<file path="config.mk">
export PLATFORM = sky130hd
export DESIGN_NAME = svc_unit
export DESIGN_NICKNAME = d
export VERILOG_FILES = /design/src/rtl/svc_pkg.sv /design/src/rtl/svc_shift_core.sv /design/src/rtl/svc_conv_core.sv /design/src/rtl/svc_unit.sv
export SDC_FILE = /design/constraint.sdc
export NUM_CORES = 1
export LEC_CHECK = 0
export BUFFER_PORTS_ARGS = -buffer_cell sky130_fd_sc_hd__buf_4
export CAP_MARGIN = 20
export CORE_MARGIN = 2
export CORE_UTILIZATION = 40
export CTS_CLUSTER_SIZE = 30
export DETAILED_ROUTE_END_ITERATION = 6
export PLACE_DENSITY = 0.66
export RECOVER_POWER = 100
export SYNTH_ARGS = -nofsm -noshare
export SYNTH_HDL_FRONTEND = slang
export SYNTH_SLANG_ARGS = --single-unit
</file>
<file path="constraint.sdc">
create_clock -name clk_i -period 0.8 [get_ports clk_i]
set_input_delay 0.04 -clock clk_i [delete_from_list [all_inputs] [get_ports clk_i]]
set_output_delay 0.04 -clock clk_i [all_outputs]
set_load 0.01 [all_outputs]
</file>
<file path="src/rtl/svc_pkg.sv">
package svc_pkg;
  localparam int unsigned OP_W = 4;

  localparam logic [OP_W-1:0] OP_SRL    = 4'd0;
  localparam logic [OP_W-1:0] OP_SRA    = 4'd1;
  localparam logic [OP_W-1:0] OP_SLL    = 4'd2;
  localparam logic [OP_W-1:0] OP_SWAP   = 4'd3;
  localparam logic [OP_W-1:0] OP_SX8    = 4'd4;
  localparam logic [OP_W-1:0] OP_SX16   = 4'd5;
  localparam logic [OP_W-1:0] OP_NARROW = 4'd6;
  localparam logic [OP_W-1:0] OP_HI24   = 4'd7;
  localparam logic [OP_W-1:0] OP_HI16   = 4'd8;
  localparam logic [OP_W-1:0] OP_LAST   = OP_HI16;

  typedef enum logic [1:0] {
    SH_RIGHT_LOG = 2'd0,
    SH_RIGHT_ARI = 2'd1,
    SH_LEFT_LOG  = 2'd2,
    SH_NONE      = 2'd3
  } shift_kind_e;
endpackage

</file>
<file path="src/rtl/svc_shift_core.sv">
module svc_shift_core
  import svc_pkg::*;
#(
  parameter int unsigned DATA_W = 24
) (
  input  shift_kind_e       kind_i,
  input  logic [DATA_W-1:0] operand_i,
  input  logic [DATA_W-1:0] count_i,
  output logic [DATA_W-1:0] result_o
);
  localparam int unsigned STAGES = $clog2(DATA_W);

  logic              left;
  logic              fill;
  logic              saturate;
  logic [DATA_W-1:0] pre;
  logic [DATA_W-1:0] post;
  logic [DATA_W-1:0] stage [STAGES+1];

  assign left     = (kind_i == SH_LEFT_LOG);
  assign fill     = (kind_i == SH_RIGHT_ARI) & operand_i[DATA_W-1];
  assign saturate = (count_i >= DATA_W[DATA_W-1:0]);

  // left shift runs through the right shifter on the bit-reversed operand
  always_comb begin
    for (int b = 0; b < DATA_W; b++) begin
      pre[b] = left ? operand_i[DATA_W-1-b] : operand_i[b];
    end
  end

  assign stage[0] = pre;

  for (genvar s = 0; s < STAGES; s++) begin : g_stage
    localparam int unsigned SH = 1 << s;
    assign stage[s+1] = count_i[s]
                      ? {{SH{fill}}, stage[s][DATA_W-1:SH]}
                      : stage[s];
  end

  always_comb begin
    for (int b = 0; b < DATA_W; b++) begin
      post[b] = left ? stage[STAGES][DATA_W-1-b] : stage[STAGES][b];
    end
  end

  always_comb begin
    if (kind_i == SH_NONE) result_o = '0;
    else if (saturate)     result_o = {DATA_W{fill}};
    else                   result_o = post;
  end
endmodule

</file>
<file path="src/rtl/svc_conv_core.sv">
module svc_conv_core
  import svc_pkg::*;
#(
  parameter int unsigned DATA_W = 24
) (
  input  logic [OP_W-1:0]   op_i,
  input  logic [DATA_W-1:0] src_i,
  output logic [DATA_W-1:0] result_o
);
  localparam int unsigned HI_W8  = DATA_W - 8;
  localparam int unsigned HI_W16 = DATA_W - 16;

  always_comb begin
    unique case (op_i)
      OP_SWAP:   result_o = {{HI_W16{1'b0}}, src_i[7:0], src_i[15:8]};
      OP_SX8:    result_o = {{HI_W8{src_i[7]}}, src_i[7:0]};
      OP_SX16:   result_o = {{HI_W16{src_i[15]}}, src_i[15:0]};
      OP_NARROW: result_o = src_i;
      OP_HI24:   result_o = {DATA_W{src_i[DATA_W-1]}};
      OP_HI16:   result_o = {DATA_W{src_i[15]}};
      default:   result_o = '0;
    endcase
  end
endmodule

</file>
<file path="src/rtl/svc_unit.sv">
module svc_unit
  import svc_pkg::*;
#(
  parameter int unsigned DATA_W = 24,
  parameter int unsigned IMM_W  = 7
) (
  input  logic              clk_i,
  input  logic              rst_ni,
  input  logic              valid_i,
  input  logic [3:0]        op_i,
  input  logic              use_imm_i,
  input  logic [DATA_W-1:0] dst_i,
  input  logic [DATA_W-1:0] src_i,
  input  logic [IMM_W-1:0]  imm_i,
  output logic [DATA_W-1:0] result_o,
  output logic              wr_en_o
);
  logic [DATA_W-1:0] count;
  shift_kind_e       kind;
  logic              is_shift;
  logic              legal;
  logic [DATA_W-1:0] shift_res;
  logic [DATA_W-1:0] conv_res;
  logic [DATA_W-1:0] next_res;

  assign count    = use_imm_i ? {{(DATA_W-IMM_W){1'b0}}, imm_i} : src_i;
  assign is_shift = (op_i <= OP_SLL);
  assign legal    = (op_i <= OP_LAST);
  assign kind     = is_shift ? shift_kind_e'(op_i[1:0]) : SH_NONE;

  svc_shift_core #(.DATA_W(DATA_W)) shift_i (
    .kind_i   (kind),
    .operand_i(dst_i),
    .count_i  (count),
    .result_o (shift_res)
  );

  svc_conv_core #(.DATA_W(DATA_W)) conv_i (
    .op_i    (op_i),
    .src_i   (src_i),
    .result_o(conv_res)
  );

  always_comb begin
    if (!valid_i || !legal) next_res = '0;
    else if (is_shift)      next_res = shift_res;
    else                    next_res = conv_res;
  end

  always_ff @(posedge clk_i or negedge rst_ni) begin
    if (!rst_ni) begin
      result_o <= '0;
      wr_en_o  <= 1'b0;
    end else begin
      result_o <= next_res;
      wr_en_o  <= valid_i & legal;
    end
  end


  wr_en_needs_valid_chk: assert property (@(posedge clk_i) disable iff (!rst_ni)
    wr_en_o |-> $past(valid_i));


  reserved_no_write_chk: assert property (@(posedge clk_i) disable iff (!rst_ni)
    ($past(valid_i) && $past(op_i) > OP_LAST) |-> (!wr_en_o && result_o == '0));


  big_left_zero_chk: assert property (@(posedge clk_i) disable iff (!rst_ni)
    ($past(valid_i) && $past(op_i) == OP_SLL && $past(count) >= DATA_W)
    |-> result_o == '0);


  swap_top_clear_chk: assert property (@(posedge clk_i) disable iff (!rst_ni)
    ($past(valid_i) && $past(op_i) == OP_SWAP)
    |-> (result_o[DATA_W-1:16] == '0 && result_o[7:0] == $past(src_i[15:8])));


  hi24_uniform_chk: assert property (@(posedge clk_i) disable iff (!rst_ni)
    ($past(valid_i) && $past(op_i) == OP_HI24)
    |-> ($countones(result_o) == 0 || $countones(result_o) == DATA_W));
endmodule

</file>
# ---- Yosys cells after proc, flatten, opt, wreduce, memory -nomap -nowiden
# Index checks and enable logic that the tools add are counted.
dict set report classes {
  multipliers 0
  n_mux 60
  n_div 0
  addsub 0
  n_reduce_logical 3
  n_shift 0
  bitwise_logic 2
  eq_ne 9
  magnitude_cmp 3
}
# op count
set ops {}
lappend ops {{$mux 24} 10}
lappend ops {{$pmux 24 s6} 1}
lappend ops {{$mux 1} 48}
lappend ops {{$ge 24x5->1 const B} 1}
lappend ops {{$eq 4x3->1 const B} 4}
lappend ops {{$eq 2x2->1 const B} 2}
lappend ops {{$eq 4x2->1 const B} 1}
lappend ops {{$eq 4x4->1 const B} 1}
lappend ops {{$le 4x2->1 const B} 1}
lappend ops {{$le 4x4->1 const B} 1}
lappend ops {{$and 1x1->1} 2}
lappend ops {{$eq 2x1->1 const B} 1}
lappend ops {{$logic_not 1->1} 2}
lappend ops {{$mux 2} 1}
lappend ops {{$logic_or 1x1->1} 1}
dict set report totals {
  word_cells 79
  n_memories 0
  out_inout_bits 25
  mem_bits_ro 0
  input_bits 63
  ram_bits 0
  latch_bits 0
  register_bits 25
}

# ---- Longest topological paths before layout
# Gate-level depths: netlist of the first run.
dict set report depth {
  word_depth 14
  mapped_depth 12
  ltp_nobuf 8
}

# ---- Hierarchy
# From an unflattened synthesis of the first run, not the netlist that was laid out.
dict set report unflattened {
  cells_unflattened 497
  area_unflattened_um2 4043.9
}
# mod instances cells_each seq_area_each_um2 area_each_um2
set by_module_without_submodules {}
lappend by_module_without_submodules {svc_shift_core 1 298 0.0 2332.2}
lappend by_module_without_submodules {svc_unit 1 137 625.6 1257.5}
lappend by_module_without_submodules {svc_conv_core 1 62 0.0 454.2}

# ---- Worst setup path before layout of the first run
# Ideal clock, no wire load.
dict set report synth_timing {
  path_type {input -> register}
  from {input port use_imm_i}
  to {register result_o[14]}
  setup_time_ns 0.139
  slack_ns -2.068
  path_buffers 1
  cell_stages 9
  arrival_time_ns 2.729
  t_required_ns 0.661
  cell_sequence {buf_2 -> mux2i_1 -> mux4_2 -> a222oi_1 -> mux2_4 -> nand2_2 -> a32oi_1 -> nor3_1 -> or4_1}
}
dict set report synth_via {
  elab_chain_len 11
  elab_cells_between_ends 12
  cone_classes {order compare: 1; mux: 11}
}
# element line
set synth_lines {}
lappend synth_lines {{start, declared} svc_unit.sv:11} ;# input logic use_imm_i,
lappend synth_lines {{$mux 24 *} svc_unit.sv:26} ;# assign count = use_imm_i ? {{(DATA_W-IMM_W){1'b0}}, imm_i} : src_i;
lappend synth_lines {{parallel branches: the longest is 6 deep, another holds $ge 24x5->1} -}
lappend synth_lines {{$mux 24 *} svc_shift_core.sv:48} ;# else if (saturate) result_o = {DATA_W{fill}};
lappend synth_lines {{$mux 24 *} svc_shift_core.sv:47} ;# if (kind_i == SH_NONE) result_o = '0;
lappend synth_lines {{$mux 24 *} svc_unit.sv:46} ;# else if (is_shift) next_res = shift_res;
lappend synth_lines {{$mux 24 *} svc_unit.sv:45} ;# if (!valid_i || !legal) next_res = '0;
lappend synth_lines {{net next_res[14]} svc_unit.sv:24} ;# logic [DATA_W-1:0] next_res;
lappend synth_lines {{end signal, assigned} svc_unit.sv:55} ;# result_o <= next_res;
lappend synth_lines {{end, declared} svc_unit.sv:15} ;# output logic [DATA_W-1:0] result_o,
# Mark *: on every way through the listed nets, which the timed path passes.

# ---- Final worst setup path of the first run
dict set report layout_timing {
  from {input port op_i[2]}
  to {register result_o[12]}
}
dict set report layout_via {
  elab_chain_len 14
  elab_cells_between_ends 39
  cone_classes {order compare: 2; eq/ne: 9; mux: 25; bitwise: 1; reduce/logical: 2}
}
# element line
set layout_lines {}
lappend layout_lines {{start, declared} svc_unit.sv:10} ;# input logic [3:0] op_i,
lappend layout_lines {{$le 4x2->1} svc_unit.sv:27} ;# assign is_shift = (op_i <= OP_SLL);
lappend layout_lines {{$mux 2} svc_unit.sv:29} ;# assign kind = is_shift ? shift_kind_e'(op_i[1:0]) : SH_NONE;
lappend layout_lines {{$eq 2x2->1 or $eq 2x1->1 (tied branches)} {svc_shift_core.sv:20, svc_shift_core.sv:21}}
lappend layout_lines {{$mux 1 or $and 1x1->1 (tied branches)} {svc_shift_core.sv:27, svc_shift_core.sv:21}}
lappend layout_lines {{$mux 24 (5 in series)} svc_shift_core.sv:36} ;# ? {{SH{fill}}, stage[s][DATA_W-1:SH]}
lappend layout_lines {{$mux 1} svc_shift_core.sv:42} ;# post[b] = left ? stage[STAGES][DATA_W-1-b] : stage[STAGES][b];
lappend layout_lines {{$mux 24} svc_shift_core.sv:48}
lappend layout_lines {{$mux 24} svc_shift_core.sv:47}
lappend layout_lines {{$mux 24} svc_unit.sv:46}
lappend layout_lines {{$mux 24 *} svc_unit.sv:45}
lappend layout_lines {{net next_res[12]} svc_unit.sv:24}
# The timed path passes the listed nets; every way through them passes the cells marked *.

==> results.yml, run 1 <==
global_routing:
  grt_pass1_wl_um: 27550
  grt_use_total_pct: 35.10
  grt_busiest_layer: "met2"
  met3_usage_pct: 2.577
  grt_pass1_vias: 5202
  overflow: 0
  grt_max_degree: 26
  met2_usage_pct: 63.86
  grt_antenna_before_repair: 0
  met1_usage_pct: 41.32
detailed_routing:
  dr.pass1.iters: 5
  drtIter0Drc: 369
  via_per_inst: 6.229
  drc: 0
  num_vias: 5394
  ant_nets: 0
  wirelength_um: 18150
  routedWlPerCell_um: 20.95
floorplanning:
  die_h_um: 100.2
  die_area_mm2: 0.01004
  die_x_um: 100.2
  initial_core_util_pct: 40.65
  row_count: 35
  ios: 88
  core-area_mm2: 0.009109
timing:
  setup-violations-final: 49
  hold_viol: 0
  clock.fmax_mhz: 421.5
  final_max_slew_viol_count: 0
  worst_slack_ps: -1572
  period_minus_slack_ps: 2372
  rsz0062_at_grt: "yes"
  finalCritPeriodShare_pct: 296.5
  worst_slew_pin_slew_ps: 567.5
  slew_headroom_pct: 62.17
  hold_ws_ps: 88.76
final_layout:
  area_growth_pct: 79.55
  post-route-util_pct: 72.98
  drive_above_1_share_pct: 52.19
  final_cells: 866
  final_area_mm2: 0.006648
  nFillCells: 726
  antennaDiodeCount: 0
  nNetsFinal: 819
placed_design:
  dpl.cell_count: 846
  dpl.hpwl_um: 14110
  portBuffers: 87
  place_area_mm2: 0.005859
  gp_congestion: 0.9852
cts:
  cts.sinks: 25
  cts_buffer_depth: 2
  cts-buffers-inserted: 3
  cts_tree: "done"
  root_buffer: "clkbuf_8"
  htree_levels: 1
  clk_pin_slew_ps: 90
logic_synthesis:
  syn-num-nets: 552
  yosys_warnings: 0
  async_reset_ff_share_pct: 100.0
  ys.flop_type: "dfrtp_1"
  synth_enable_flop_cells: 0
  synth_area_mm2: 0.003702
  synth-seq-cells: 25
  synth-seq-area-share_pct: 16.90
  synth_cells: 489
  synth_cell_types: 63
  avgSynthCellArea_um2: 7.571
critical_path:
  worstSetupStartpointType: "primary input"
  crit_path_end_kind: "register"
  worstPathMaxFanout: 9
  worstPathArrival_ps: 2540
  path_class: "in2reg"
  cp.required_ps: 960
power:
  total_power_mw: 6.458
  p_per_area_mw_per_mm2: 971.4
  peakVddDrop_uv: 466.9
  leakagePower_nw: 2.950
hold_path:
  hold_path_class: "in2reg"
outcome:
  outcome: "finished, violations left"
  violations: "negative setup slack"
run:
  drv_cap: 0
==> where the power goes <==
part	internal (mW)	switching [mW]
clock network	0.357	0.408
logic	2.19	2.17
registers	1.31	0.0244
==> worst max-delay path, cell delays in order <==
cell       delay, ps
buf_6            100
or4b_4           630
buf_6            200
xnor2_2          190
mux2i_2          330
buf_4            160
o211ai_1         140
a21oi_2          220
nor2_1           110
a2111oi_4        340
nor2_1            80
==> logic make-up (layout without fill, tap and decap cells) <==
kind of cell / Yosys count / in the layout / share of synthesized area (%)
xor+xnor: 1 / 1 / 0.2366
flops: 25 / 25 / 16.90
compound gates: 170 / 170 / 31.26
simple gates: 188 / 188 / 22.71
mux: 67 / 67 / 24.20
buf+inv: 38 / 304 / 4.698
==> placed cells by master (no fill, tap or decap), types with 9 or more instances in the layout <==
cell type	synthesis	final
mux2i_1	43	27
buf_6	3	41
nand3_1	16	16
buf_4	0	250
dfrtp_1	25	25
nand2_1	80	78
a21oi_1	41	28
mux4_2	6	12
a221o_1	10	10
mux2i_4	0	9
a21oi_2	0	12
o21ai_0	33	22
nor2_1	51	48
==> metal layers <==
| metal | routed length [um] | vias to the layer above |
|---|---|---|
| met5 | 0 | - |
| met4 | 1126 | 0 |
| met3 | 1234 | 81 |
| met2 | 9023 | 342 |
| met1 | 6763 | 2541 |
| li1 | - | 2430 |
==> state kept, by name, summed over array words and instances, names as in the netlist <==
name / count
wr_en_o: 1
result_o: 24
==> path summary, 6_finish.rpt <==
| check | start | to | slack [ps] | cells past startpoint |
|---|---|---|---|---|
| max in group asynchronous | rst_ni | result_o[22] | 140 | 2 |
| setup / recovery | op_i[2] | result_o[12] | -1570 | 11 |
| min in group asynchronous | rst_ni | result_o[10] | 290 | 2 |
| hold / removal | src_i[18] | result_o[18] | 90 | 3 |
==> layout make-up <==
class                   instances  area (um^2)  share of cell area [%]
inverters                       3        11.26                  0.1694
well taps                     111        138.9                   2.089
clock buffers                   4        45.04                  0.6776
flip-flops and latches         25        625.6                   9.411
repair buffers                297         2429                   36.53
multi-input cells             426         3398                   51.12
==> repair_timing <==
item / in CTS / in global routing
endpoints found under the hold margin: 25 / 0
hold buffers: 1 / 0
buffers inserted: 9 / 8
resized for setup: 97 / 53
endpoints found under the setup margin: 49 / 49
pin swaps: 30 / 25
==> through the flow <==
stage	setup WS, ps	setup TNS, ps
final	-1572	-35500
after CTS	-1564	-34390
after global placement	-2146	-44330
after detailed placement	-2224	-45060
after global routing	-1672	-37740
after floorplan	-1804	-35070
==> cells in the mapped netlist (all sizes together), types with 4 or more instances <==
cell	instances	area [um^2]
dfrtp	25	625.6
a21oi	41	205.2
nand2	81	306.6
o22ai	5	31.28
a221oi	5	43.79
and3	5	31.28
nand3	16	80.08
and2	4	25.02
o21ai	34	170.2
clkbuf	26	101.4
mux2	10	120.1
a31oi	5	31.28
mux2i	43	430.4
o31ai	5	37.54
a2111oi	5	43.79
o221ai	4	35.03
nand2b	4	25.02
a22oi	7	52.55
mux4	14	345.3
a311oi	6	52.55
a221o	10	100.1
nor2	51	191.4
nor4	4	25.02
a211oi	8	60.06
o211ai	4	30.03
a32oi	5	43.79
nor3	10	50.05
buf	9	61.31
No activity file was read; power rests on OpenSTA's default activity.
==> run 2: changes to the inputs <==
--- a/config.mk
+++ b/config.mk
@@ -11,7 +11,7 @@
 export CORE_UTILIZATION = 40
 export CTS_CLUSTER_SIZE = 30
 export DETAILED_ROUTE_END_ITERATION = 6
-export PLACE_DENSITY = 0.66
+export PLACE_DENSITY_LB_ADDON = 0.12
 export RECOVER_POWER = 100
 export SYNTH_ARGS = -nofsm -noshare
 export SYNTH_HDL_FRONTEND = slang
==> results.yml, run 2 (synthesis results as in run 1) <==
timing:
  setup-violations-final: 50
  rsz0062_at_grt: "yes"
  hold_ws_ps: 56.88
  worst_slew_pin_slew_ps: 563.5
  slew_headroom_pct: 62.34
  finalCritPeriodShare_pct: 294.8
  hold_viol: 0
  final_max_slew_viol_count: 0
  worst_slack_ps: -1558
  clock.fmax_mhz: 424.0
  period_minus_slack_ps: 2358
run:
  drv_cap: 0
cts:
  clk_pin_slew_ps: 100
  cts_tree: "done"
  htree_levels: 1
  cts.sinks: 25
  root_buffer: "clkbuf_8"
  cts_buffer_depth: 2
  cts-buffers-inserted: 3
detailed_routing:
  via_per_inst: 6.258
  routedWlPerCell_um: 21.33
  ant_nets: 0
  drc: 0
  wirelength_um: 18220
  num_vias: 5344
  drtIter0Drc: 419
  dr.pass1.iters: 5
global_routing:
  grt_max_degree: 26
  grt_pass1_vias: 5299
  grt_use_total_pct: 36.05
  overflow: 0
  grt_pass1_wl_um: 28220
  grt_antenna_before_repair: 0
critical_path:
  worstPathArrival_ps: 2510
  worstPathMaxFanout: 5
  cp.required_ps: 960
  worstSetupStartpointType: "primary input"
  path_class: "in2reg"
  crit_path_end_kind: "register"
final_layout:
  drive_above_1_share_pct: 53.43
  area_growth_pct: 78.17
  largest_reg_flops: 24
  antennaDiodeCount: 0
  nNetsFinal: 807
  layout_common_cells: "buf_4 (232), nand2_1 (78), nor2_1 (47)"
  reg_top3: "result_o: 24 flops, wr_en_o: 1 flops"
  final_common_cell: "buf_4"
  top_register: "result_o"
  nFillCells: 714
  multiInputGateArea_mm2: 0.003427
  regArea_um2: 625.6
hold_path:
  hold_start: "src_i[18]"
  hold_path_end: "result_o[18]"
  worstHoldPathCells: 3
  hold_path_class: "in2reg"
outcome:
  violations: "negative setup slack"
  outcome: "finished, violations left"
power:
  seq_power_share_pct: 21.0
  pwr-share-clk_pct: 13.0
  leakagePower_nw: 2.899
  internal_power_mw: 3.759
  power_frac_comb_pct: 66.1
  netSwitchingPower_mw: 2.616
  p_sw_share_pct: 41.04
  p_per_area_mw_per_mm2: 966.3
  peakVddDrop_uv: 600.4
floorplanning:
  die_x_um: 100.2
  die_h_um: 100.2
  row_count: 35
  die_area_mm2: 0.01004
  ios: 88
  initial_core_util_pct: 40.65
  core-area_mm2: 0.009109
placed_design:
  gp_congestion: 1.003
  portBuffers: 87
  dp_worst_setup_slack_ps: -2040
  dpl.hpwl_um: 14160
run 2: cell types whose count changed in the layout (fill, tap and decap cells not counted), sizes merged:
| cell | previous run | this run |
|---|---|---|
| buf | 296 | 281 |
| clkbuf | 4 | 5 |
| clkinvlp | 0 | 1 |
| or4b | 1 | 2 |
run 2: worst max path at each step:
stage | cells past startpoint | startpoint | endpoint
2_1_floorplan | 10 | op_i[0] | result_o[14]
3_3_place_gp | 12 | op_i[2] | result_o[16]
3_5_place_dp | 12 | op_i[2] | result_o[16]
4_1_cts | 11 | op_i[0] | result_o[16]
5_1_grt | 11 | op_i[2] | result_o[16]
6_report | 11 | op_i[2] | result_o[14]
run 2: per-layer routing:
metal | global-route usage (%) | vias up | wire length (um)
li1 | - | 2412 | -
met1 | 42.89 | 2544 | 6864
met2 | 62.36 | 307 | 8874
met3 | 3.969 | 81 | 1266
met4 | 21.50 | 0 | 1215
met5 | 0 | - | 0
run 2: power by group through the flow:
stage          clock network, mW  logic [mW]  registers [mW]
5_1_grt                    0.867        4.44            1.34
6_report                   0.826        4.21            1.34
4_1_cts                    0.829        3.91            1.34
3_5_place_dp                   0        3.32            1.35
3_3_place_gp                   0        3.27            1.35
2_1_floorplan                  0        1.51            1.38
run 2: metrics by stage:
stage | utilization, % | total power [mW] | setup TNS (ps) | instances | area [um^2]
6_report | 72.42 | 6.374 | -34490 | 854 | 6596
5_1_grt | 72.42 | 6.650 | -36550 | 854 | 6596
4_1_cts | 70.33 | 6.079 | -32950 | 848 | 6406
3_5_place_dp | 62.46 | 4.669 | -43380 | 825 | 5689
3_3_place_gp | 62.46 | 4.629 | -42480 | 825 | 5689
2_1_floorplan | - | 2.888 | -35070 | 489 | 3742
run 2: critical path, cell delays in order:
cell,delay [ps]
buf_8,100
or4b_4,600
buf_6,150
mux2_4,290
a222oi_1,290
buf_4,180
mux2_4,160
nand2_2,40
a32oi_1,200
nor3_1,60
or4_1,410
run 2: cell type report:
cell class                      count  area share [%]
Timing Repair Buffer              284           35.53
Multi-Input combinational cell    427           51.95
Clock buffer                        3          0.6259
Tap cell                          111           2.105
Inverter                            3          0.1897
Sequential cell                    25           9.484
Clock inverter                      1          0.1138
run 2: repair_timing:
action / CTS / global route
cloned: 2 / 0
buffers inserted: 18 / 10
hold buffers: 1 / 0
gates resized for setup: 136 / 47
setup endpoints to repair: 49 / 50
endpoints found under the hold margin: 25 / 0
pin swaps: 44 / 40
